### src/rtl/endian_xlate_pkg.sv
package endian_xlate_pkg;

    typedef enum logic [1:0] {
        ST_LE       = 2'd0,
        ST_BE_DSWAP = 2'd1,
        ST_BE_ASWAP = 2'd2
    } xmode_e;

    typedef enum logic [1:0] {
        SZ_BYTE = 2'd0,
        SZ_HALF = 2'd1,
        SZ_WORD = 2'd2,
        SZ_RSVD = 2'd3
    } xsize_e;

    function automatic xmode_e decode_straps(input logic big, input logic addr_mode);
        if (!big)
            return ST_LE;
        else if (addr_mode)
            return ST_BE_ASWAP;
        else
            return ST_BE_DSWAP;
    endfunction

endpackage

### src/rtl/endian_xlate_mode_fsm.sv
module endian_xlate_mode_fsm
    import endian_xlate_pkg::*;
(
    input  logic   clk,
    input  logic   rst_n,
    input  logic   strap_big,
    input  logic   strap_addr_mode,
    output xmode_e mode
);

    xmode_e state_q;
    xmode_e state_d;

    // Next state: strap capture under reset, hold otherwise
    always_comb begin
        state_d = state_q;
        unique case (state_q)
            ST_LE:       state_d = ST_LE;
            ST_BE_DSWAP: state_d = ST_BE_DSWAP;
            ST_BE_ASWAP: state_d = ST_BE_ASWAP;
            default:     state_d = ST_LE;
        endcase
        if (!rst_n)
            state_d = decode_straps(strap_big, strap_addr_mode);
    end

    always_ff @(posedge clk) begin
        state_q <= state_d;
    end

    assign mode = state_q;

    // once out of reset the selected mode never moves
    a_r3_mode_frozen: assert property (@(posedge clk) disable iff (!rst_n)
        rst_n |=> $stable(state_q));

    // a captured mode is always one of the three legal states
    a_r2_legal_mode: assert property (@(posedge clk) disable iff (!rst_n)
        state_q != xmode_e'(2'd3));

endmodule

### src/rtl/endian_xlate_lane_rev.sv
module endian_xlate_lane_rev #(
    parameter int LANES = 4
) (
    input  logic [LANES*8-1:0] data_in,
    input  logic [LANES-1:0]   mask_in,
    output logic [LANES*8-1:0] data_out,
    output logic [LANES-1:0]   mask_out
);

    for (genvar k = 0; k < LANES; k++) begin : g_lane
        assign data_out[8*k +: 8] = data_in[8*(LANES-1-k) +: 8];
        assign mask_out[k]        = mask_in[LANES-1-k];
    end

endmodule

### src/rtl/endian_xlate_addr_adj.sv
module endian_xlate_addr_adj
    import endian_xlate_pkg::*;
#(
    parameter int LANES = 4,
    localparam int LSB = $clog2(LANES)
) (
    input  logic [LSB-1:0] lo_in,
    input  logic [1:0]     size,
    output logic [LSB-1:0] lo_out
);

    localparam logic [LSB-1:0] FLIP_BYTE = LSB'(LANES - 1);
    localparam logic [LSB-1:0] FLIP_HALF = LSB'(LANES - 2);

    always_comb begin
        unique case (xsize_e'(size))
            SZ_BYTE: lo_out = lo_in ^ FLIP_BYTE;
            SZ_HALF: lo_out = lo_in ^ FLIP_HALF;
            SZ_WORD: lo_out = lo_in;
            SZ_RSVD: lo_out = lo_in;
            default: lo_out = lo_in;
        endcase
    end

endmodule

### src/rtl/endian_xlate.sv
module endian_xlate
    import endian_xlate_pkg::*;
#(
    parameter int DATA_W = 32,
    parameter int ADDR_W = 32,
    localparam int LANES = DATA_W / 8,
    localparam int LSB   = $clog2(LANES)
) (
    input  logic              clk,
    input  logic              rst_n,
    input  logic              strap_big,
    input  logic              strap_addr_mode,
    input  logic [ADDR_W-1:0] cpu_addr,
    input  logic [1:0]        cpu_size,
    input  logic [DATA_W-1:0] cpu_wdata,
    input  logic [LANES-1:0]  cpu_wbe,
    output logic [DATA_W-1:0] cpu_rdata,
    output logic [ADDR_W-1:0] fab_addr,
    output logic [DATA_W-1:0] fab_wdata,
    output logic [LANES-1:0]  fab_wbe,
    input  logic [DATA_W-1:0] fab_rdata
);

    xmode_e            mode;
    logic [DATA_W-1:0] wdata_rev;
    logic [LANES-1:0]  wbe_rev;
    logic [DATA_W-1:0] rdata_rev;
    logic [LANES-1:0]  rmask_unused;
    logic [LSB-1:0]    lo_adj;

    endian_xlate_mode_fsm u_fsm (
        .clk             (clk),
        .rst_n           (rst_n),
        .strap_big       (strap_big),
        .strap_addr_mode (strap_addr_mode),
        .mode            (mode)
    );

    endian_xlate_lane_rev #(.LANES(LANES)) u_wrev (
        .data_in  (cpu_wdata),
        .mask_in  (cpu_wbe),
        .data_out (wdata_rev),
        .mask_out (wbe_rev)
    );

    endian_xlate_lane_rev #(.LANES(LANES)) u_rrev (
        .data_in  (fab_rdata),
        .mask_in  ({LANES{1'b0}}),
        .data_out (rdata_rev),
        .mask_out (rmask_unused)
    );

    endian_xlate_addr_adj #(.LANES(LANES)) u_adj (
        .lo_in  (cpu_addr[LSB-1:0]),
        .size   (cpu_size),
        .lo_out (lo_adj)
    );

    // Output process: route per captured mode
    always_comb begin
        fab_addr  = cpu_addr;
        fab_wdata = cpu_wdata;
        fab_wbe   = cpu_wbe;
        cpu_rdata = fab_rdata;
        unique case (mode)
            ST_LE: begin
            end
            ST_BE_DSWAP: begin
                fab_wdata = wdata_rev;
                fab_wbe   = wbe_rev;
                cpu_rdata = rdata_rev;
            end
            ST_BE_ASWAP: begin
                fab_addr = {cpu_addr[ADDR_W-1:LSB], lo_adj};
            end
            default: begin
            end
        endcase
    end

    // little-endian is a plain pass-through
    a_r1_le_pass: assert property (@(posedge clk) disable iff (!rst_n)
        (mode == ST_LE) |-> (fab_addr == cpu_addr && fab_wdata == cpu_wdata &&
                             fab_wbe == cpu_wbe && cpu_rdata == fab_rdata));

    // lane reversal keeps the enable count and the address
    a_r4_dswap_enables: assert property (@(posedge clk) disable iff (!rst_n)
        (mode == ST_BE_DSWAP) |-> ($countones(fab_wbe) == $countones(cpu_wbe) &&
                                   fab_addr == cpu_addr));

    // lane reversal applied twice restores the fabric data
    a_r5_dswap_read: assert property (@(posedge clk) disable iff (!rst_n)
        (mode == ST_BE_DSWAP && cpu_wdata == fab_rdata) |-> (cpu_rdata == fab_wdata));

    // byte access flips both low address bits
    a_r6_aswap_byte: assert property (@(posedge clk) disable iff (!rst_n)
        (mode == ST_BE_ASWAP && cpu_size == 2'd0) |->
            ((fab_addr[LSB-1:0] ^ cpu_addr[LSB-1:0]) == LSB'(LANES - 1)));

    // halfword access flips the halfword select bit
    a_r7_aswap_half: assert property (@(posedge clk) disable iff (!rst_n)
        (mode == ST_BE_ASWAP && cpu_size == 2'd1) |->
            ((fab_addr[LSB-1:0] ^ cpu_addr[LSB-1:0]) == LSB'(LANES - 2)));

    // word and reserved sizes keep the address
    a_r8_aswap_word: assert property (@(posedge clk) disable iff (!rst_n)
        (mode == ST_BE_ASWAP && cpu_size[1]) |-> (fab_addr == cpu_addr));

    // address adjust never touches lanes or upper address bits
    a_r9_aswap_lanes: assert property (@(posedge clk) disable iff (!rst_n)
        (mode == ST_BE_ASWAP) |-> (fab_wdata == cpu_wdata && fab_wbe == cpu_wbe &&
                                   cpu_rdata == fab_rdata &&
                                   fab_addr[ADDR_W-1:LSB] == cpu_addr[ADDR_W-1:LSB]));

endmodule

### config.mk
export PLATFORM = sky130hd
export DESIGN_NAME = endian_xlate
export DESIGN_NICKNAME = d
export VERILOG_FILES = /design/src/rtl/endian_xlate_pkg.sv /design/src/rtl/endian_xlate_mode_fsm.sv /design/src/rtl/endian_xlate_lane_rev.sv /design/src/rtl/endian_xlate_addr_adj.sv /design/src/rtl/endian_xlate.sv
export SDC_FILE = /design/constraint.sdc
export NUM_CORES = 1
export LEC_CHECK = 0
export BUFFER_PORTS_ARGS = -buffer_cell sky130_fd_sc_hd__buf_2
export CAP_MARGIN = 20
export CORE_AREA = 2 2 79 81
export CTS_BUF_LIST = sky130_fd_sc_hd__clkbuf_8
export DETAILED_ROUTE_END_ITERATION = 16
export DIE_AREA = 0 0 81 83
export GPL_TIMING_DRIVEN = 0
export PLACE_DENSITY = 0.84
export SYNTH_ARGS = -nofsm -noshare
export SYNTH_HDL_FRONTEND = slang
export SYNTH_HIERARCHICAL = 1
export SYNTH_SLANG_ARGS = --single-unit
### constraint.sdc
create_clock -name clk -period 1.8 [get_ports clk]
set_clock_uncertainty 0.15 [all_clocks]
set_input_delay 0.45 -clock clk [delete_from_list [all_inputs] [get_ports clk]]
set_output_delay 0.45 -clock clk [all_outputs]
set_load 0.1 [all_outputs]
==> Word-level counts from Yosys, hierarchy flattened <==
Index checks and enable logic that the tools add are counted.
{ "classes": {"add_sub_neg": 0, "mul": 0, "div_mod_pow": 0, "order_cmp": 0, "eq_ne": 5, "shift": 0, "mux": 9, "n_bitwise": 2, "n_reduce_logical": 2} }
{ "ops": {"columns": ["cell", "count"], "rows": [
  ["two-way mux 32 bit", 2],
  ["two-way mux 2 bit", 4],
  ["equality test 2 bit, second input constant", 3],
  ["case mux 2 bit (3 select lines)", 1],
  ["equality test 2 x 1 -> 1 bit, second input constant", 2],
  ["two-way mux 4 bit", 1],
  ["case mux 2 bit (2 select lines)", 1],
  ["logical NOT 2 bit", 1],
  ["inverter 2 bit", 1],
  ["OR reduction 2 bit", 1],
  ["inverter 1 bit", 1]
]} }
{ "word_totals": {"regBits": 2, "latch_bits": 0, "ram_bits": 0, "romBits": 0, "input_bits": 106, "out_inout_bits": 100, "elab_cells": 19, "n_memories": 0} }

==> Longest topological paths before layout <==
{ "logic_depth": {"ltp_word": 4, "mapped_depth": 5, "mapped_depth_nobuf": 3} }

==> By module <==
Netlist, hierarchy kept.
{ "modules_own_cells": {"columns": ["mod", "n_inst", "cells_per_inst", "area_each_um2", "seq_area_each_um2"], "rows": [
  ["endian_xlate", 1, 111, 1203.7, 0.0],
  ["endian_xlate_lane_rev", 2, 36, 270.3, 0.0],
  ["endian_xlate_mode_fsm", 1, 8, 71.3, 40.0],
  ["endian_xlate_addr_adj", 1, 3, 21.3, 0.0]
]} }

==> Worst setup path before layout <==
No wires, ideal clock.
{ "synth_timing": {"path_kind": "register to output", "startpoint": "reg u_fsm.state_q[0], in the netlist u_fsm/mode[0]", "endpoint": "out fab_wbe[2]", "arrival_time_ns": 1.358, "required_ns": 1.200, "slack_ns": -0.158, "stages_incl_launch_ff": 5, "path_buffers": 2, "path_cell_list": "dfxtp_1 -> nor2b_4 -> buf_6 -> buf_2 -> mux2_2"} }
{ "synth_via": {"elab_chain_cells": 2} }
{ "synth_lines": {"columns": ["element", "line", "rtl"], "rows": [
  ["start: declaration", "endian_xlate_mode_fsm.sv:11", "xmode_e state_q;"],
  ["start signal: assignment", "endian_xlate_mode_fsm.sv:28", "state_q <= state_d;"],
  ["equality test 2 x 1 -> 1 bit", "endian_xlate.sv:65", "unique case (mode)"],
  ["two-way mux 4 bit", "endian_xlate.sv:65", null],
  ["end: declaration", "endian_xlate.sv:20", "output logic [LANES-1:0] fab_wbe,"]
]} }
No other way between the ends.

==> Worst setup path after layout <==
{ "layout_timing": {"startpoint": "reg u_fsm.state_q[0], in the netlist u_fsm/mode[0]", "endpoint": "out cpu_rdata[16]"} }
{ "layout_via": {"elab_chain_cells": 2} }
{ "layout_lines": {"columns": ["element", "line", "rtl"], "rows": [
  ["equality test 2 x 1 -> 1 bit", "endian_xlate.sv:65", null],
  ["two-way mux 32 bit", "endian_xlate.sv:65", null],
  ["end: declaration", "endian_xlate.sv:17", "output logic [DATA_W-1:0] cpu_rdata,"]
]} }
No other way between the ends.

==> metrics.txt <==
Num CTS Buffers 3; row count 28; CP Class reg -> out; worst-skew pair later-pin latency 210 ps; CP Depth 6; Bufs and invs on worst path 4; violated checks setup timing; DIE AREA 6720 um2; nets 482; first-pass GRT wire length 9.27 mm; Initial DRC Count 10; Fill cells 448; final setup fails 70; vias in the first global route 2044; Syn Nets 295; class of the worst hold path in -> reg; ant diodes 0; nature of the critical path endpoint primary output; CP Cell Sequence nor2b_4 -> buf_6 -> buf_12 -> clkbuf_16 -> mux2_4 -> buf_12; Worst-Margin Slew 496 ps; CTS tree yes; crit-path max FO 8; Mean Syn Cell Area 9.54 um2; Crit path max-delay family buffers and inverters; WHS 331 ps; Hold Vio Cnt, Final 0; final setup TNS -22030 ps; crit path to cpu_rdata[16]; sequential fraction of design power 1.9%; Core Footprint 5820 um2; combinational power share 91.6%; # IOs 206; switching share of power 61.8%; Gate Count Post-Synth 189; die height 83 um; Final min period 2170 ps; post-DR wirelength/cell 14.1 um; Total Wirelength 6.35 mm; CP dominant cell by count buf_12; CTS H-tree lvls 1; register area 42.5 um2; slack of the worst reg-to-reg path 740 ps; period utilisation layout 121%; Cell Area, Placed 2870 um2; Post-DP HPWL 4.54 mm; max incr delay on CP 310 ps; Reg-to-Reg End u_fsm/mode[0]$_DFF_P_; clock group share of total power 6.5%; slowest CP cell dfxtp_2; Setup crit start kind register; R2R depth 3; Reg clk slew, reported paths 30 ps; TritonCTS Sinks 2; Critical Path RT 1200 ps; RePlAce Congestion 0.704; CP startpoint u_fsm/mode[0]$_DFF_P_; vias per std cell 4.24; clk root buf clkbuf_8; fmax 460 MHz; grt total ovfl 0; Post-Place Setup Slack -314 ps; DRC viols 0; Static Leak 1.99 nW; worst rel slew slack 67.2%; pin count of the biggest net entering global routing 11; deepest clock path buffer count 2; via count 1906; Multi-input gate area 1050 um2; layout cells sized above 1 97.6%; Chip Width 81 um; Yosys warning count 6; port bufs 175; Power per Cell Area 732 nW/um2; hold wc startpoint rst_n; max reg flops 2; Worst EP arrival 1570 ps; RSZ-0062 raised after global routing yes; Switching Power 1.67 mW; Initial Utilization 31.0%; DRT Pass-1 Iters 4; utilization after layout 63.4%; Peak VDD IR 0.534 mV; antenna violations before repair 1; reg-to-reg startpoint u_fsm/mode[0]$_DFF_P_; Pint 1.03 mW; synthesized cell area 1800 um2; post-route cell area 3690 um2; Area Growth Syn to Fin 105%; Slew Limit Fails 0; status complete, but fails checks; Global Route Usage Sum 17.0%; max_cap viols 0; Final WS setup -375 ps; post-route ant nets 0
[worst min path at each step]
stage	slack (ps)	cells past startpoint	endpoint
floorplan	300	1	u_fsm/mode[1]$_DFF_P_
global placement	320	1	u_fsm/mode[1]$_DFF_P_
detailed placement	330	1	u_fsm/mode[1]$_DFF_P_
CTS	310	2	u_fsm/mode[1]$_DFF_P_
global route	340	2	u_fsm/mode[0]$_DFF_P_
finish	330	2	u_fsm/mode[1]$_DFF_P_
[power groups by stage]
| stage | logic, mW | clock network, mW | registers [mW] |
|---|---|---|---|
| floorplan | 1.81 | 0 | 0.0525 |
| global placement | 2.07 | 0 | 0.0529 |
| detailed placement | 2.08 | 0 | 0.0533 |
| CTS | 2.42 | 0.182 | 0.0522 |
| global route | 2.54 | 0.188 | 0.0530 |
| finish | 2.47 | 0.175 | 0.0525 |
[layout make-up]
cell class	instances	area share, %
multi-input combinational	80	28.4
timing repair buffer	182	43.6
clock buffer	3	1.12
sequential	2	1.15
tap	75	2.54
inverter	1	0.102
buffer	106	23.1
[worst reg2reg max path: stages (launching register included)]
cell and delay, ps:
dfxtp_2 300, buf_4 120, buf_6 110, a32o_1 250
[metal layers]
| layer | track usage [%] | wire, um | up-vias |
|---|---|---|---|
| li1 | - | - | 910 |
| met1 | 14.9 | 1990 | 868 |
| met2 | 36.4 | 3590 | 122 |
| met3 | 5.54 | 752 | 4 |
| met4 | 1.85 | 7 | 2 |
| met5 | 0 | 13 | - |
[through the flow]
stage               std cells  power [mW]
CTS                       446        2.66
finish                    449        2.70
global route              449        2.78
global placement          439        2.12
floorplan                 189        1.86
detailed placement        439        2.14
[timing repair]
item	CTS	global route
endpoints found under the hold margin	0	0
gates cloned	1	1
resized for setup	182	14
setup endpoints to repair	70	70
hold buffers	0	0
pin swaps	0	0
buffers inserted	3	2
[cells in the final DEF, fill, tap and decap left out]
cell       instances
xor2_1             1
clkbuf_8           3
buf_12            33
inv_1              1
buf_6             27
buf_8              1
a32o_1             1
o22ai_1            1
nor2b_4            2
nor2_1             2
buf_4            120
mux2_4            49
buf_2            105
clkbuf_16          1
buf_16             1
xnor2_1            1
mux2_2            21
dfxtp_2            2
nand2_1            2
Power figures use the tool's default switching activity.
